File: src/rtl/i2c_irq_pkg.sv
package i2c_irq_pkg;

  localparam int ADDR_W = 8;
  localparam int NSRC   = 12;
  localparam int NCLR   = NSRC - 2;

  localparam int BIT_RX_FULL  = 2;
  localparam int BIT_TX_EMPTY = 4;

  localparam logic [NSRC-1:0] LEVEL_MASK = NSRC'((1 << BIT_RX_FULL) | (1 << BIT_TX_EMPTY));
  localparam logic [NSRC-1:0] LATCH_MASK = ~LEVEL_MASK;

  localparam int OFS_MSTAT  = 'h2C;
  localparam int OFS_MASK   = 'h30;
  localparam int OFS_RAW    = 'h34;
  localparam int OFS_RXTHR  = 'h38;
  localparam int OFS_TXTHR  = 'h3C;
  localparam int OFS_CLRALL = 'h40;
  localparam int OFS_CLR0   = 'h44;
  localparam int OFS_CLRTOP = OFS_CLR0 + 4 * (NCLR - 1);

  // Map a read address onto the set of sticky bits it clears.
  function automatic logic [NSRC-1:0] clr_decode(input logic [ADDR_W-1:0] a);
    logic [NSRC-1:0] v;
    int              k;
    v = '0;
    k = 0;
    if (a == ADDR_W'(OFS_CLRALL)) v = LATCH_MASK;
    for (int i = 0; i < NSRC; i++) begin
      if (LATCH_MASK[i]) begin
        if (a == ADDR_W'(OFS_CLR0 + 4 * k)) v[i] = 1'b1;
        k++;
      end
    end
    return v;
  endfunction

  function automatic logic is_clr_addr(input logic [ADDR_W-1:0] a);
    return (a >= ADDR_W'(OFS_CLRALL)) && (a <= ADDR_W'(OFS_CLRTOP)) && (a[1:0] == 2'b00);
  endfunction

endpackage

File: src/rtl/i2c_irq_cfg.sv
module i2c_irq_cfg
  import i2c_irq_pkg::*;
#(
  parameter int LVL_W  = 6,
  parameter int DATA_W = 32
) (
  input  logic              clk_i,
  input  logic              rst_ni,
  input  logic [ADDR_W-1:0] addr_i,
  input  logic              wr_i,
  input  logic [DATA_W-1:0] wdata_i,
  output logic [NSRC-1:0]   mask_o,
  output logic [LVL_W-1:0]  rx_thr_o,
  output logic [LVL_W-1:0]  tx_thr_o
);

  logic [NSRC-1:0]  mask_q,   mask_d;
  logic [LVL_W-1:0] rx_thr_q, rx_thr_d;
  logic [LVL_W-1:0] tx_thr_q, tx_thr_d;
  logic             mask_en, rx_en, tx_en;

  always_comb begin
    mask_en  = wr_i && (addr_i == ADDR_W'(OFS_MASK));
    rx_en    = wr_i && (addr_i == ADDR_W'(OFS_RXTHR));
    tx_en    = wr_i && (addr_i == ADDR_W'(OFS_TXTHR));
    mask_d   = wdata_i[NSRC-1:0];
    rx_thr_d = wdata_i[LVL_W-1:0];
    tx_thr_d = wdata_i[LVL_W-1:0];
  end

  always_ff @(posedge clk_i or negedge rst_ni) begin
    if (!rst_ni) begin
      mask_q <= '0;
    end else if (mask_en) begin
      mask_q <= mask_d;
    end
  end

  always_ff @(posedge clk_i or negedge rst_ni) begin
    if (!rst_ni) begin
      rx_thr_q <= '0;
    end else if (rx_en) begin
      rx_thr_q <= rx_thr_d;
    end
  end

  always_ff @(posedge clk_i or negedge rst_ni) begin
    if (!rst_ni) begin
      tx_thr_q <= '0;
    end else if (tx_en) begin
      tx_thr_q <= tx_thr_d;
    end
  end

  assign mask_o   = mask_q;
  assign rx_thr_o = rx_thr_q;
  assign tx_thr_o = tx_thr_q;

endmodule

File: src/rtl/i2c_irq_lvl.sv
module i2c_irq_lvl #(
  parameter int LVL_W = 6
) (
  input  logic [LVL_W-1:0] tx_level_i,
  input  logic [LVL_W-1:0] rx_level_i,
  input  logic [LVL_W-1:0] tx_thr_i,
  input  logic [LVL_W-1:0] rx_thr_i,
  output logic             tx_hit_o,
  output logic             rx_hit_o
);

  always_comb begin
    tx_hit_o = (tx_level_i <= tx_thr_i);
    rx_hit_o = (rx_level_i >  rx_thr_i);
  end

endmodule

File: src/rtl/i2c_irq_src.sv
module i2c_irq_src
  import i2c_irq_pkg::*;
(
  input  logic            clk_i,
  input  logic            rst_ni,
  input  logic [NSRC-1:0] evt_i,
  input  logic [NSRC-1:0] clr_i,
  input  logic            tx_hit_i,
  input  logic            rx_hit_i,
  output logic [NSRC-1:0] raw_o
);

  logic [NSRC-1:0] raw_q;
  logic            unused_src;

  assign unused_src = ^{evt_i & LEVEL_MASK, clr_i & LEVEL_MASK};

  for (genvar i = 0; i < NSRC; i++) begin : g_bit
    if (LATCH_MASK[i]) begin : g_sticky
      logic nxt, en;
      always_comb begin
        en  = evt_i[i] | clr_i[i];
        nxt = evt_i[i];
      end
      always_ff @(posedge clk_i or negedge rst_ni) begin
        if (!rst_ni) begin
          raw_q[i] <= 1'b0;
        end else if (en) begin
          raw_q[i] <= nxt;
        end
      end
    end else begin : g_level
      logic nxt;
      always_comb begin
        nxt = (i == BIT_TX_EMPTY) ? tx_hit_i : rx_hit_i;
      end
      always_ff @(posedge clk_i or negedge rst_ni) begin
        if (!rst_ni) begin
          raw_q[i] <= 1'b0;
        end else begin
          raw_q[i] <= nxt;
        end
      end
    end
  end

  assign raw_o = raw_q;

endmodule

File: src/rtl/i2c_irq_ctrl.sv
module i2c_irq_ctrl
  import i2c_irq_pkg::*;
#(
  parameter int LVL_W  = 6,
  parameter int DATA_W = 32
) (
  input  logic              clk_i,
  input  logic              rst_ni,
  input  logic [NSRC-1:0]   evt_i,
  input  logic [LVL_W-1:0]  tx_level_i,
  input  logic [LVL_W-1:0]  rx_level_i,
  input  logic [ADDR_W-1:0] reg_addr_i,
  input  logic              reg_rd_i,
  input  logic              reg_wr_i,
  input  logic [DATA_W-1:0] reg_wdata_i,
  output logic [DATA_W-1:0] reg_rdata_o,
  output logic              irq_o
);

  logic [NSRC-1:0]  mask_q;
  logic [LVL_W-1:0] rx_thr_q, tx_thr_q;
  logic [NSRC-1:0]  raw_q;
  logic [NSRC-1:0]  masked;
  logic [NSRC-1:0]  clr_vec;
  logic             tx_hit, rx_hit;

  i2c_irq_cfg #(.LVL_W(LVL_W), .DATA_W(DATA_W)) u_cfg (
    .clk_i    (clk_i),
    .rst_ni   (rst_ni),
    .addr_i   (reg_addr_i),
    .wr_i     (reg_wr_i),
    .wdata_i  (reg_wdata_i),
    .mask_o   (mask_q),
    .rx_thr_o (rx_thr_q),
    .tx_thr_o (tx_thr_q)
  );

  i2c_irq_lvl #(.LVL_W(LVL_W)) u_lvl (
    .tx_level_i (tx_level_i),
    .rx_level_i (rx_level_i),
    .tx_thr_i   (tx_thr_q),
    .rx_thr_i   (rx_thr_q),
    .tx_hit_o   (tx_hit),
    .rx_hit_o   (rx_hit)
  );

  always_comb begin
    clr_vec = reg_rd_i ? clr_decode(reg_addr_i) : '0;
  end

  i2c_irq_src u_src (
    .clk_i    (clk_i),
    .rst_ni   (rst_ni),
    .evt_i    (evt_i),
    .clr_i    (clr_vec),
    .tx_hit_i (tx_hit),
    .rx_hit_i (rx_hit),
    .raw_o    (raw_q)
  );

  always_comb begin
    masked = raw_q & mask_q;
    irq_o  = |masked;
  end

  always_comb begin
    reg_rdata_o = '0;
    case (reg_addr_i)
      ADDR_W'(OFS_MSTAT): reg_rdata_o[NSRC-1:0]  = masked;
      ADDR_W'(OFS_MASK):  reg_rdata_o[NSRC-1:0]  = mask_q;
      ADDR_W'(OFS_RAW):   reg_rdata_o[NSRC-1:0]  = raw_q;
      ADDR_W'(OFS_RXTHR): reg_rdata_o[LVL_W-1:0] = rx_thr_q;
      ADDR_W'(OFS_TXTHR): reg_rdata_o[LVL_W-1:0] = tx_thr_q;
      default:            reg_rdata_o            = '0;
    endcase
  end

endmodule

File: config.mk
export PLATFORM = sky130hd
export DESIGN_NAME = i2c_irq_ctrl
export DESIGN_NICKNAME = d
export VERILOG_FILES = /design/src/rtl/i2c_irq_pkg.sv /design/src/rtl/i2c_irq_cfg.sv /design/src/rtl/i2c_irq_lvl.sv /design/src/rtl/i2c_irq_src.sv /design/src/rtl/i2c_irq_ctrl.sv
export SDC_FILE = /design/constraint.sdc
export NUM_CORES = 1
export LEC_CHECK = 0
export ABC_CLOCK_PERIOD_IN_PS = 1700
export BUFFER_PORTS_ARGS = -buffer_cell sky130_fd_sc_hd__buf_2
export CAP_MARGIN = 20
export CELL_PAD_IN_SITES_DETAIL_PLACEMENT = 1
export CELL_PAD_IN_SITES_GLOBAL_PLACEMENT = 1
export CORE_MARGIN = 5
export CORE_UTILIZATION = 36
export DETAILED_ROUTE_END_ITERATION = 8
export GPL_TIMING_DRIVEN = 0
export PLACE_DENSITY = 0.77
export SYNTH_ARGS = -nofsm -noshare
export SYNTH_HDL_FRONTEND = slang
export SYNTH_SLANG_ARGS = --single-unit
export TNS_END_PERCENT = 100
File: constraint.sdc
create_clock -name clk_i -period 1.7 [get_ports clk_i]
set_input_delay 0 -clock clk_i [delete_from_list [all_inputs] [get_ports clk_i]]
set_output_delay 0 -clock clk_i [all_outputs]
set_load 0.02 [all_outputs]
# --- Word-level counts from Yosys, hierarchy flattened ---
# Index checks and enable logic that the tools add are counted.
totals:
  regBits: 36
  elab_cells: 62
  out_inout_bits: 33
op_classes:
  n_reduce_logical: 4
  bitwise: 11
  mux: 14
  eq_ne: 16
  magnitude_cmp: 2
ops:
  columns: ["operator", "count"]
  rows:
  - ["8-bit by 7-bit == test with 1-bit output, second input constant", 11]
  - ["8-bit by 6-bit == test with 1-bit output, second input constant", 5]
  - ["6-bit one-hot mux with 5 select lines", 1]
  - ["12-bit two-way mux", 2]
  - ["6-bit one-hot mux with 3 select lines", 1]
  - ["12-bit AND", 1]
  - ["12-bit OR reduction", 1]
  - ["1-bit two-way mux", 10]
  - ["1-bit bitwise OR", 10]
  - ["6-bit > comparator", 1]
  - ["6-bit <= comparator", 1]
  - ["1-bit logical AND", 3]

# --- Longest topological paths before layout ---
# Gate-level depths: netlist (run 1).
depth:
  depth_word: 5
  mapped_depth: 6
  depth_no_buf: 5

# --- Hierarchy ---
# From an unflattened synthesis (run 1), not the netlist that was laid out.
hier_totals:
  hier_cells: 249
  hier_area_um2: 2477.4
by_module_without_submodules:
  columns: ["mod", "cells_per_inst", "area_each_um2", "instances", "seq_area_each_um2"]
  rows:
  - ["i2c_irq_cfg", 57, 964.7, 1, 600.6]
  - ["i2c_irq_ctrl", 117, 795.8, 1, 0.0]
  - ["i2c_irq_src", 32, 412.9, 1, 300.3]
  - ["i2c_irq_lvl", 43, 304.0, 1, 0.0]

# --- Worst setup path before layout (run 1) ---
# No wires, ideal clock.
synth_path:
  path_kind: "register -> register"
  start: "register u_cfg.rx_thr_q[4] (netlist: u_cfg.rx_thr_o[4])"
  end: "register u_src.raw_q[2] (netlist: u_src.raw_o[2])"
  arrival_ns: 1.166
  required_time_ns: 1.574
  path_stages_with_launch: 6
  setup_time_ns: 0.126
  setup_slack_ns: 0.408
  cell_sequence: "dfrtp_1 > inv_1 > ha_1 > a21oi_1 > a21boi_0 > o32a_1"
synth_between:
  elab_chain_cells: 1
synth_rtl:
  columns: ["element", "line_no", "source"]
  rows:
  - ["from (decl)", "i2c_irq_cfg.sv:18", "logic [LVL_W-1:0] rx_thr_q, rx_thr_d;"]
  - ["from (signal assigned)", "i2c_irq_cfg.sv:43", "rx_thr_q <= rx_thr_d;"]
  - ["6-bit > comparator", "i2c_irq_lvl.sv:14", "rx_hit_o = (rx_level_i > rx_thr_i);"]
  - ["net rx_hit", "i2c_irq_ctrl.sv:25", "logic tx_hit, rx_hit;"]
  - ["to (signal, indexed assignment)", "i2c_irq_src.sv:41", "raw_q[i] <= nxt;"]
  - ["to (decl)", "i2c_irq_src.sv:13", "logic [NSRC-1:0] raw_q;"]
# The timed path passes the listed nets, and every way through them passes these cells.
# A chain may end at the register's enable or synchronous reset.

# --- Final worst setup path (run 1) ---
layout_path:
  start: "register u_cfg.tx_thr_q[1] (netlist: u_cfg.tx_thr_o[1])"
  end: "output port reg_rdata_o[1]"
layout_between:
  elab_chain_cells: 1
layout_rtl:
  columns: ["element", "line_no", "source"]
  rows:
  - ["from (decl)", "i2c_irq_cfg.sv:19", "logic [LVL_W-1:0] tx_thr_q, tx_thr_d;"]
  - ["from (signal assigned)", "i2c_irq_cfg.sv:51", "tx_thr_q <= tx_thr_d;"]
  - ["6-bit one-hot mux with 5 select lines", "i2c_irq_ctrl.sv:68", "case (reg_addr_i)"]
  - ["to (decl)", "i2c_irq_ctrl.sv:16", "output logic [DATA_W-1:0] reg_rdata_o,"]
# Every way passes these cells.

==> summary.log, run 1 <==
[clock_network] Gates resized, CTS repair 0
[drt] count of routing violations after the opening detailed-route iteration 80
[worst_setup_path] category of the worst setup path capture point primary output
[layout] antenna cells 0
[min_path] Hold WC Path Type in2reg
[placed_design] gp weighted congestion 0.818
[clock_network] post-CTS clock slew at the launch and capture registers of the worst setup and hold paths 70 ps
[floorplanning] die extent in x 92.0 um
[synth] number of enable flip-flop cells after synthesis 0
[sta] Least-Margin Pin Slew 848 ps
[global_route] largest net degree at the start of global routing 37
[sta] final number of hold-violating endpoints 0
[synth] most numerous cell in the Yosys netlist sky130_fd_sc_hd__dfrtp_1
[sta] final sum of negative setup slack 0 ps
[floorplanning] y dimension of the die 92.0 um
[clock_network] Max Buffers Root-to-Sink 2
[clock_network] clock buffer count from CTS 5
[pwr] maximum resistive drop on vdd 0.388 mV
[outcome] run status finished clean
[synth] count of synthesis-stage warnings from yosys 0
[sta] share of the cycle needed by the critical path after routing 93.1%
[drt] total iterations of the first detailed-routing run 4
[pwr] power density normalized to cell area 662 mW/mm^2
[min_path] startpoint of the worst hold path tx_level_i[5]
[clock_network] H-Tree Level Count 2
[run] number of violations of the max-capacitance limit 0
[clock_network] post-cts hold buffer count 23
[global_route] antenna violations before repair 0
[clock_network] number of buffers inserted to repair setup after CTS 0
[pwr] total power 2120 uW
[floorplanning] Initial Util 37.5%
[synth] dominant cell type by area after synthesis sky130_fd_sc_hd__dfrtp_1
[synth] count of state elements after synthesis 36
[worst_setup_path] capture point of the critical path reg_rdata_o[1]
[layout] Layout Area Growth over Synthesis 32.4%
[clock_network] TritonCTS clock tree yes
[drt] remaining antenna violation count after routing 0
[worst_setup_path] CP startpoint kind register
[drt] number of DRC violations after detailed routing 0
[placed_design] number of placed instances with taps included 388
[synth] fraction of the yosys area taken by sequential cells 37.2%
[layout] final cell count without fillers 419
[layout] post-route core utilization 49.6%
[clock_network] clock latency reported for the late side of the worst-skew pair 290 ps
[drt] average wire per standard cell 17.7 um
[worst_setup_path] R2R cell count 5
[global_route] vias in the first global route 2353
[clock_network] Root Buffer Master sky130_fd_sc_hd__clkbuf_8
[layout] design area 0.00320 mm^2
[floorplanning] core outline area 0.00646 mm^2
[synth] cell area after technology mapping 0.00242 mm^2
[worst_setup_path] crit path from u_cfg.tx_thr_o[1]
[placed_design] instance area at placement 0.00286 mm^2
[global_route] overall overflow remaining after global route 0
[sta] final-report max-slew violation count 0
[sta] Final setup violation count 0
[sta] largest clock skew in the final design 2.90 ps
[worst_setup_path] required time reported for the critical path endpoint 1700 ps
[synth] list of most frequent post-synthesis cells sky130_fd_sc_hd__dfrtp_1 (36), sky130_fd_sc_hd__buf_4 (22), sky130_fd_sc_hd__inv_1 (20)
[clock_network] TritonCTS Sinks 36
[synth] mean instance size in the synthesized netlist 10.2 um^2
[layout] layout cell share with drive strength beyond 1 36.3%
[sta] worst max-slew margin expressed relative to the limit 43.5%
[synth] cell types with the largest area share after synthesis sky130_fd_sc_hd__dfrtp_1 (37%), sky130_fd_sc_hd__mux2_2 (8.4%), sky130_fd_sc_hd__buf_4 (6.8%)
[worst_setup_path] startpoint-to-endpoint class of the critical path reg2out
[placed_design] number of buffer cells added on primary ports 55
[global_route] Tot GR Track Use 18.0%
[drt] wire length after detailed routing 7410 um
[layout] Total Nets Final 421
[worst_setup_path] largest fanout on the critical path 3
[drt] Vias 2162
[floorplanning] total number of placement rows 29
[sta] Highest Clock Rate 0.632 GHz
[sta] Tmin final 1580 ps
[floorplanning] Die ar. 0.00846 mm^2
[min_path] count of cells along the worst hold path 3
[drt] post-DR vias/cell 5.16
[sta] setup repair after global routing missed its margin no
[worst_setup_path] Reg2Reg Setup Slack 280 ps
[worst_setup_path] Arrival @ worst endpoint 1580 ps
[placed_design] DP Wirelength 5520 um
[synth] Mapped Cells 237
[worst_setup_path] end of the worst register-to-register path u_src.raw_o[2]
[synth] share of Yosys cell area claimed by the top area cell type 37.2%
[synth] Unique masters post-synth 41
[synth] commonest register cell after synthesis sky130_fd_sc_hd__dfrtp_1
[global_route] first-pass GRT wire length 12000 um
[worst_setup_path] reg2reg start u_cfg.rx_thr_o[4]
[pwr] leakage power summed over all cells 0.00162 uW
[synth] share of flip-flops with an asynchronous set or reset after synthesis 100%
[floorplanning] Top Ports 101
-- worst min-delay path by stage --
stage / end / slack, ps
detailed placement: u_src.raw_o[8] / 150
floorplan: u_cfg.mask_o[0] / -300
global route: u_src.raw_o[4] / 30
CTS: u_src.raw_o[4] / 40
finish: u_src.raw_o[4] / 40
global placement: u_src.raw_o[8] / 130
-- state kept, by name, summed over array words and instances (netlist names) --
signal          count
u_src.raw_o        12
u_cfg.rx_thr_o      6
u_cfg.tx_thr_o      6
u_cfg.mask_o       12
-- cell usage in the layout (no fill, tap or decap), types with 4 or more instances in the layout --
cell type / synthesis / final
sky130_fd_sc_hd__a21oi_1: 7 / 7
sky130_fd_sc_hd__a22oi_1: 4 / 4
sky130_fd_sc_hd__mux2_2: 18 / 18
sky130_fd_sc_hd__dfrtp_1: 36 / 36
sky130_fd_sc_hd__nand4_1: 5 / 5
sky130_fd_sc_hd__nor2_1: 6 / 6
sky130_fd_sc_hd__ha_1: 12 / 12
sky130_fd_sc_hd__mux2_4: 10 / 10
sky130_fd_sc_hd__a21o_1: 4 / 4
sky130_fd_sc_hd__clkbuf_8: 0 / 5
sky130_fd_sc_hd__conb_1: 1 / 20
sky130_fd_sc_hd__inv_1: 20 / 20
sky130_fd_sc_hd__buf_2: 4 / 59
sky130_fd_sc_hd__buf_4: 22 / 22
sky130_fd_sc_hd__dlygate4sd3_1: 0 / 23
sky130_fd_sc_hd__nor3_1: 4 / 4
sky130_fd_sc_hd__o221ai_1: 10 / 10
sky130_fd_sc_hd__nand2_1: 17 / 17
sky130_fd_sc_hd__nand3_1: 19 / 19
-- area by class of cell --
type | count | area [um^2]
fill | 746 | 3250
multi-input combinational | 170 | 1310
sequential | 36 | 901
timing repair buffer | 78 | 505
buffer | 30 | 208
tap | 77 | 96.3
inverter | 20 | 75.1
clock buffer | 5 | 68.8
clock inverter | 3 | 42.5
-- power by group --
group / switching, uW / internal (uW) / total [uW]
clock network: 337 / 434 / 771
registers: 28.2 / 888 / 916
logic: 222 / 212 / 434
-- layer usage --
layer  up-vias  wire, um  share of wire (%)  global-route usage [%]
met1      1082      3260                 44                    23.2
met4         0        76                1.0                    4.08
met5         -         0                  0                       0
met3         4       317                4.3                    3.76
met2        52      3760                 51                    30.8
li1       1024         -                  -                       -
-- per-stage QoR --
stage | setup slack [ps] | hold slack (ps)
finish | 117 | 43.1
floorplan | 408 | -296
detailed placement | 222 | 146
global placement | 235 | 134
global route | 45.6 | 34.4
CTS | 108 | 38.6
-- critical path, cell delays in order (launching register included) --
cell                      delay (ps)
sky130_fd_sc_hd__dfrtp_1         400
sky130_fd_sc_hd__mux4_2          490
sky130_fd_sc_hd__nand3_1         100
sky130_fd_sc_hd__o21ai_0         110
sky130_fd_sc_hd__buf_2           200
-- logic make-up (layout without fill, tap and decap cells) --
logic type / after synthesis / after routing / share of synthesized area (%)
adders and majority gates: 12 / 12 / 6.20
buffers and inverters: 50 / 136 / 11.7
other: 1 / 20 / 0.155
xor gates and xnor gates: 4 / 4 / 1.45
muxes: 30 / 30 / 16.4
and+or+nand+nor: 69 / 69 / 16.2
DFF: 36 / 36 / 37.2
AOI/OAI and AO/OA: 35 / 35 / 10.6
No activity file was read; power rests on OpenSTA's default activity.
==> run 2, diff against run 1 <==
Settings changed: ABC_CLOCK_PERIOD_IN_PS 1700 to 1800, REMOVE_ABC_BUFFERS set to 1, SKIP_CTS_REPAIR_TIMING set to 1.
Clock period 1.7 ns to 1.8 ns, I/O delays scaled along.
==> summary.log, run 2 (synthesis gave the netlist of run 1 again) <==
[global_route] met2 Track Usage GR 26.8%
[outcome] violated checks negative hold slack
[clock_network] Max Buffers Root-to-Sink 2
[sta] Least-Margin Pin Slew 837 ps
[drt] wire length after detailed routing 6820 um
[sta] largest clock skew in the final design 3.06 ps
[floorplanning] Die ar. 0.00846 mm^2
[sta] final-report max-slew violation count 0
[clock_network] clock latency reported for the late side of the worst-skew pair 290 ps
[sta] worst max-slew margin expressed relative to the limit 44.2%
[sta] final number of hold-violating endpoints 1
[floorplanning] die extent in x 92.0 um
[clock_network] TritonCTS clock tree yes
[worst_setup_path] largest fanout on the critical path 17
[worst_setup_path] Arrival @ worst endpoint 1750 ps
[worst_setup_path] R2R cell count 5
[outcome] run status complete, but fails checks
[global_route] vias in the first global route 2070
[global_route] global-route track usage on met1 20.1%
[worst_setup_path] startpoint-to-endpoint class of the critical path in2reg
[layout] commonest cells after routing, fill and taps aside sky130_fd_sc_hd__buf_2 (58), sky130_fd_sc_hd__dfrtp_1 (36), sky130_fd_sc_hd__dlygate4sd3_1 (22)
[clock_network] post-CTS clock slew at the launch and capture registers of the worst setup and hold paths 70 ps
[sta] share of the cycle needed by the critical path after routing 87.7%
[placed_design] number of placed instances with taps included 361
[pwr] Comb power frac 20.4%
[clock_network] H-Tree Level Count 2
[drt] count of routing violations after the opening detailed-route iteration 73
[global_route] overall overflow remaining after global route 0
[drt] Vias 2034
[drt] remaining antenna violation count after routing 0
[worst_setup_path] reg2reg start u_cfg.rx_thr_o[4]
[pwr] leakage power summed over all cells 0.00148 uW
[drt] post-DR vias/cell 5.18
[worst_setup_path] category of the worst setup path capture point register
[worst_setup_path] required time reported for the critical path endpoint 1970 ps
[worst_setup_path] CP startpoint kind primary input
[global_route] GR Util met3 3.03%
[clock_network] TritonCTS Sinks 36
[sta] Tmin final 1580 ps
[clock_network] clock buffer count from CTS 5
[floorplanning] core outline area 0.00646 mm^2
[sta] final sum of negative setup slack 0 ps
[pwr] Net Sw Frac 28.7%
[drt] number of DRC violations after detailed routing 0
[pwr] internal power 1270 uW
[floorplanning] total number of placement rows 29
[min_path] end of the worst hold path u_src.raw_o[3]
[min_path] count of cells along the worst hold path 3
[clock_network] Root Buffer Master sky130_fd_sc_hd__clkbuf_8
[drt] total iterations of the first detailed-routing run 4
[floorplanning] Top Ports 101
[sta] Highest Clock Rate 0.634 GHz
[pwr] power spent charging and discharging nets 512 uW
[pwr] power share of the clock group 31.1%
[layout] layout cell share with drive strength beyond 1 32.3%
[drt] average wire per standard cell 17.4 um
[layout] commonest non-fill, non-tap cell in the layout sky130_fd_sc_hd__buf_2
[pwr] Flop pwr share 48.5%
[placed_design] number of buffer cells added on primary ports 58
[global_route] first-pass GRT wire length 10400 um
[layout] antenna cells 0
[floorplanning] y dimension of the die 92.0 um
[floorplanning] Initial Util 37.5%
[pwr] power density normalized to cell area 596 mW/mm^2
[global_route] most crowded layer after global routing met2
[global_route] Tot GR Track Use 15.7%
[sta] Final setup violation count 0
[layout] final cell count without fillers 393
[worst_setup_path] end of the worst register-to-register path u_src.raw_o[2]
[global_route] antenna violations before repair 0
[layout] Layout Area Growth over Synthesis 23.6%
[sta] setup repair after global routing missed its margin no
[sta] WHS -3.05 ps
[layout] Total Nets Final 396
[placed_design] DP Wirelength 5000 um
[run] number of violations of the max-capacitance limit 0
[min_path] Hold WC Path Type in2reg
[global_route] largest net degree at the start of global routing 37
[min_path] startpoint of the worst hold path evt_i[3]
[worst_setup_path] Reg2Reg Setup Slack 350 ps
[pwr] maximum resistive drop on vdd 0.324 mV
[placed_design] gp weighted congestion 0.771
[run 2: worst max path at each step]
stage,startpoint,endpoint,cells past startpoint
after floorplan,reg_addr_i[6],u_cfg.mask_o[10],3
after CTS,reg_addr_i[2],u_cfg.mask_o[9],4
after detailed placement,reg_addr_i[2],u_cfg.mask_o[9],4
after global placement,reg_addr_i[2],u_cfg.mask_o[10],4
after global routing,reg_addr_i[4],reg_rdata_o[11],5
final,reg_addr_i[4],u_cfg.mask_o[8],4
[run 2: cell type report]
cell class | count | area (um^2)
fill | 775 | 3470
multi-input combinational | 170 | 1310
sequential | 36 | 901
timing repair buffer | 83 | 533
tap | 77 | 96.3
inverter | 20 | 75.1
clock buffer | 6 | 72.6
clock inverter | 1 | 5.00
[run 2: per-layer routing]
layer / share of wire, % / wire [um]
met3: 3.7 / 250
met1: 45 / 3040
met4: 1.7 / 118
met2: 50 / 3410
met5: 0 / 0
[run 2: critical path: stages]
cell and delay [ps]:
sky130_fd_sc_hd__buf_2 180, sky130_fd_sc_hd__and4bb_2 550, sky130_fd_sc_hd__nand3_2 550, sky130_fd_sc_hd__mux2_4 470
[run 2: power groups by stage]
stage / logic, uW / clock network [uW] / registers, uW
6_report: 363 / 554 / 864
3_3_place_gp: 312 / 0 / 878
5_1_grt: 404 / 614 / 868
4_1_cts: 325 / 570 / 864
3_5_place_dp: 324 / 0 / 880
2_1_floorplan: 189 / 0 / 870
[run 2: per-stage QoR]
stage / setup slack (ps) / total power, uW / area (um^2) / util (%)
4_1_cts: -128 / 1760 / 2750 / 42.5
6_report: 221 / 1780 / 2990 / 46.3
3_3_place_gp: -347 / 1190 / 2670 / 41.3
3_5_place_dp: -444 / 1200 / 2670 / 41.3
5_1_grt: 162 / 1890 / 2990 / 46.3
2_1_floorplan: 351 / 1060 / 2280 / -
==> run 3, diff against run 2 <==
Settings changed: GPL_ROUTABILITY_DRIVEN set to 0, HOLD_SLACK_MARGIN set to 0.05.
==> summary.log, run 3 (synthesis gave the netlist of run 1 again) <==
[layout] commonest non-fill, non-tap cell in the layout sky130_fd_sc_hd__buf_2
[global_route] largest net degree at the start of global routing 37
[sta] Highest Clock Rate 0.635 GHz
[drt] total iterations of the first detailed-routing run 4
[floorplanning] Die ar. 0.00846 mm^2
[sta] worst max-slew margin expressed relative to the limit 44.0%
[pwr] leakage power summed over all cells 0.00148 uW
[drt] average wire per standard cell 17.4 um
[run] number of violations of the max-capacitance limit 0
[sta] final setup slack of the worst path 226 ps
[floorplanning] die extent in x 92.0 um
[layout] post-route core utilization 46.5%
[drt] post-DR vias/cell 5.21
[global_route] antenna violations before repair 0
[layout] Layout Area Growth over Synthesis 24.0%
[worst_setup_path] cell-by-cell trace of the critical path buf_2 > and4bb_2 > nand3_2 > mux2_4
[worst_setup_path] R2R cell count 5
[global_route] first-pass GRT wire length 10400 um
[min_path] Hold WC Path Type in2reg
[worst_setup_path] startpoint-to-endpoint class of the critical path in2reg
[worst_setup_path] required time reported for the critical path endpoint 1970 ps
[placed_design] worst setup slack before clock tree synthesis -444 ps
[worst_setup_path] Critical Path Slowest Stage Cell sky130_fd_sc_hd__and4bb_2
[placed_design] DP Wirelength 5000 um
[sta] Tmin final 1570 ps
[sta] largest clock skew in the final design 2.72 ps
[drt] wire length after detailed routing 6860 um
[drt] number of DRC violations after detailed routing 0
[floorplanning] Top Ports 101
[pwr] maximum resistive drop on vdd 0.324 mV
[clock_network] TritonCTS clock tree yes
[sta] share of the cycle needed by the critical path after routing 87.4%
[clock_network] Root Buffer Master sky130_fd_sc_hd__clkbuf_8
[sta] Least-Margin Pin Slew 840 ps
[drt] Vias 2053
[worst_setup_path] maximum single-stage delay on the critical path 550 ps
[clock_network] post-CTS clock slew at the launch and capture registers of the worst setup and hold paths 70 ps
[worst_setup_path] category of the worst setup path capture point register
[sta] final-report max-slew violation count 0
[floorplanning] core outline area 0.00646 mm^2
[worst_setup_path] Reg2Reg Setup Slack 350 ps
[worst_setup_path] Arrival @ worst endpoint 1750 ps
[clock_network] clock buffer count from CTS 5
[clock_network] clock latency reported for the late side of the worst-skew pair 290 ps
[layout] Total Nets Final 397
[layout] commonest cells after routing, fill and taps aside sky130_fd_sc_hd__buf_2 (58), sky130_fd_sc_hd__dfrtp_1 (36), sky130_fd_sc_hd__dlygate4sd3_1 (23)
[drt] remaining antenna violation count after routing 0
[layout] layout cell share with drive strength beyond 1 32.2%
[placed_design] number of placed instances with taps included 361
[global_route] Tot GR Track Use 15.7%
[drt] count of routing violations after the opening detailed-route iteration 122
[min_path] count of cells along the worst hold path 3
[global_route] overall overflow remaining after global route 0
[global_route] vias in the first global route 2070
[layout] antenna cells 0
[placed_design] number of buffer cells added on primary ports 58
[layout] final cell count without fillers 394
[clock_network] H-Tree Level Count 2
[worst_setup_path] largest fanout on the critical path 17
[floorplanning] y dimension of the die 92.0 um
[sta] final sum of negative setup slack 0 ps
[pwr] power density normalized to cell area 594 mW/mm^2
[sta] setup repair after global routing missed its margin no
[clock_network] Max Buffers Root-to-Sink 2
[floorplanning] Initial Util 37.5%
[worst_setup_path] CP startpoint kind primary input
[outcome] run status finished clean
[sta] final number of hold-violating endpoints 0
[clock_network] TritonCTS Sinks 36
[floorplanning] total number of placement rows 29
[sta] Final setup violation count 0
-- run 3: cell types whose count changed in the layout (fill, tap and decap cells not counted) --
cell,before,now
sky130_fd_sc_hd__dlygate4sd3_1,22,23
-- run 3: worst paths after layout --
kind / end / startpoint
setup reg to reg: u_src.raw_o[2] / u_cfg.rx_thr_o[4]
min in group asynchronous: u_cfg.mask_o[8] / rst_ni
setup / recovery: u_cfg.mask_o[9] / reg_addr_i[4]
max in group asynchronous: u_cfg.tx_thr_o[5] / rst_ni
hold / removal: u_src.raw_o[4] / tx_level_i[5]
hold reg to reg: u_src.raw_o[5] / u_src.raw_o[5]
-- run 3: power breakdown --
part | switching [uW] | total (uW) | internal, uW | leakage [uW]
Sequential | 25.6 | 864 | 839 | 0.000442
Clock | 290 | 553 | 263 | 0.0000410
Combinational | 197 | 366 | 169 | 0.00100
-- run 3: stage by stage --
step                area (um^2)  hold slack [ps]  power, uW
floorplan                  2280             -296       1060
global placement           2670              131       1190
detailed placement         2670              149       1200
CTS                        2750             -166       1760
global route               3000             73.7       1890
finish                     3000             45.5       1780
-- run 3: cell type report --
| type | instances | area [um^2] |
|---|---|---|
| Multi-Input combinational cell | 170 | 1310 |
| Fill cell | 774 | 3460 |
| Sequential cell | 36 | 901 |
| Tap cell | 77 | 96.3 |
| Clock buffer | 6 | 72.6 |
| Inverter | 20 | 75.1 |
| Clock inverter | 1 | 5.00 |
| Timing Repair Buffer | 84 | 543 |
-- run 3: critical path: cells and delay by family --
kind,cells,cell delay [ps]
buf+inv,1,180
mux,1,470
simple gates,2,1090
-- run 3: layer usage --
layer	GRT usage (%)	wire (um)	share of wire (%)
met5	0	0	0
met4	4.95	99	1.4
met3	3.03	265	3.9
met2	26.8	3430	50
met1	20.1	3060	45
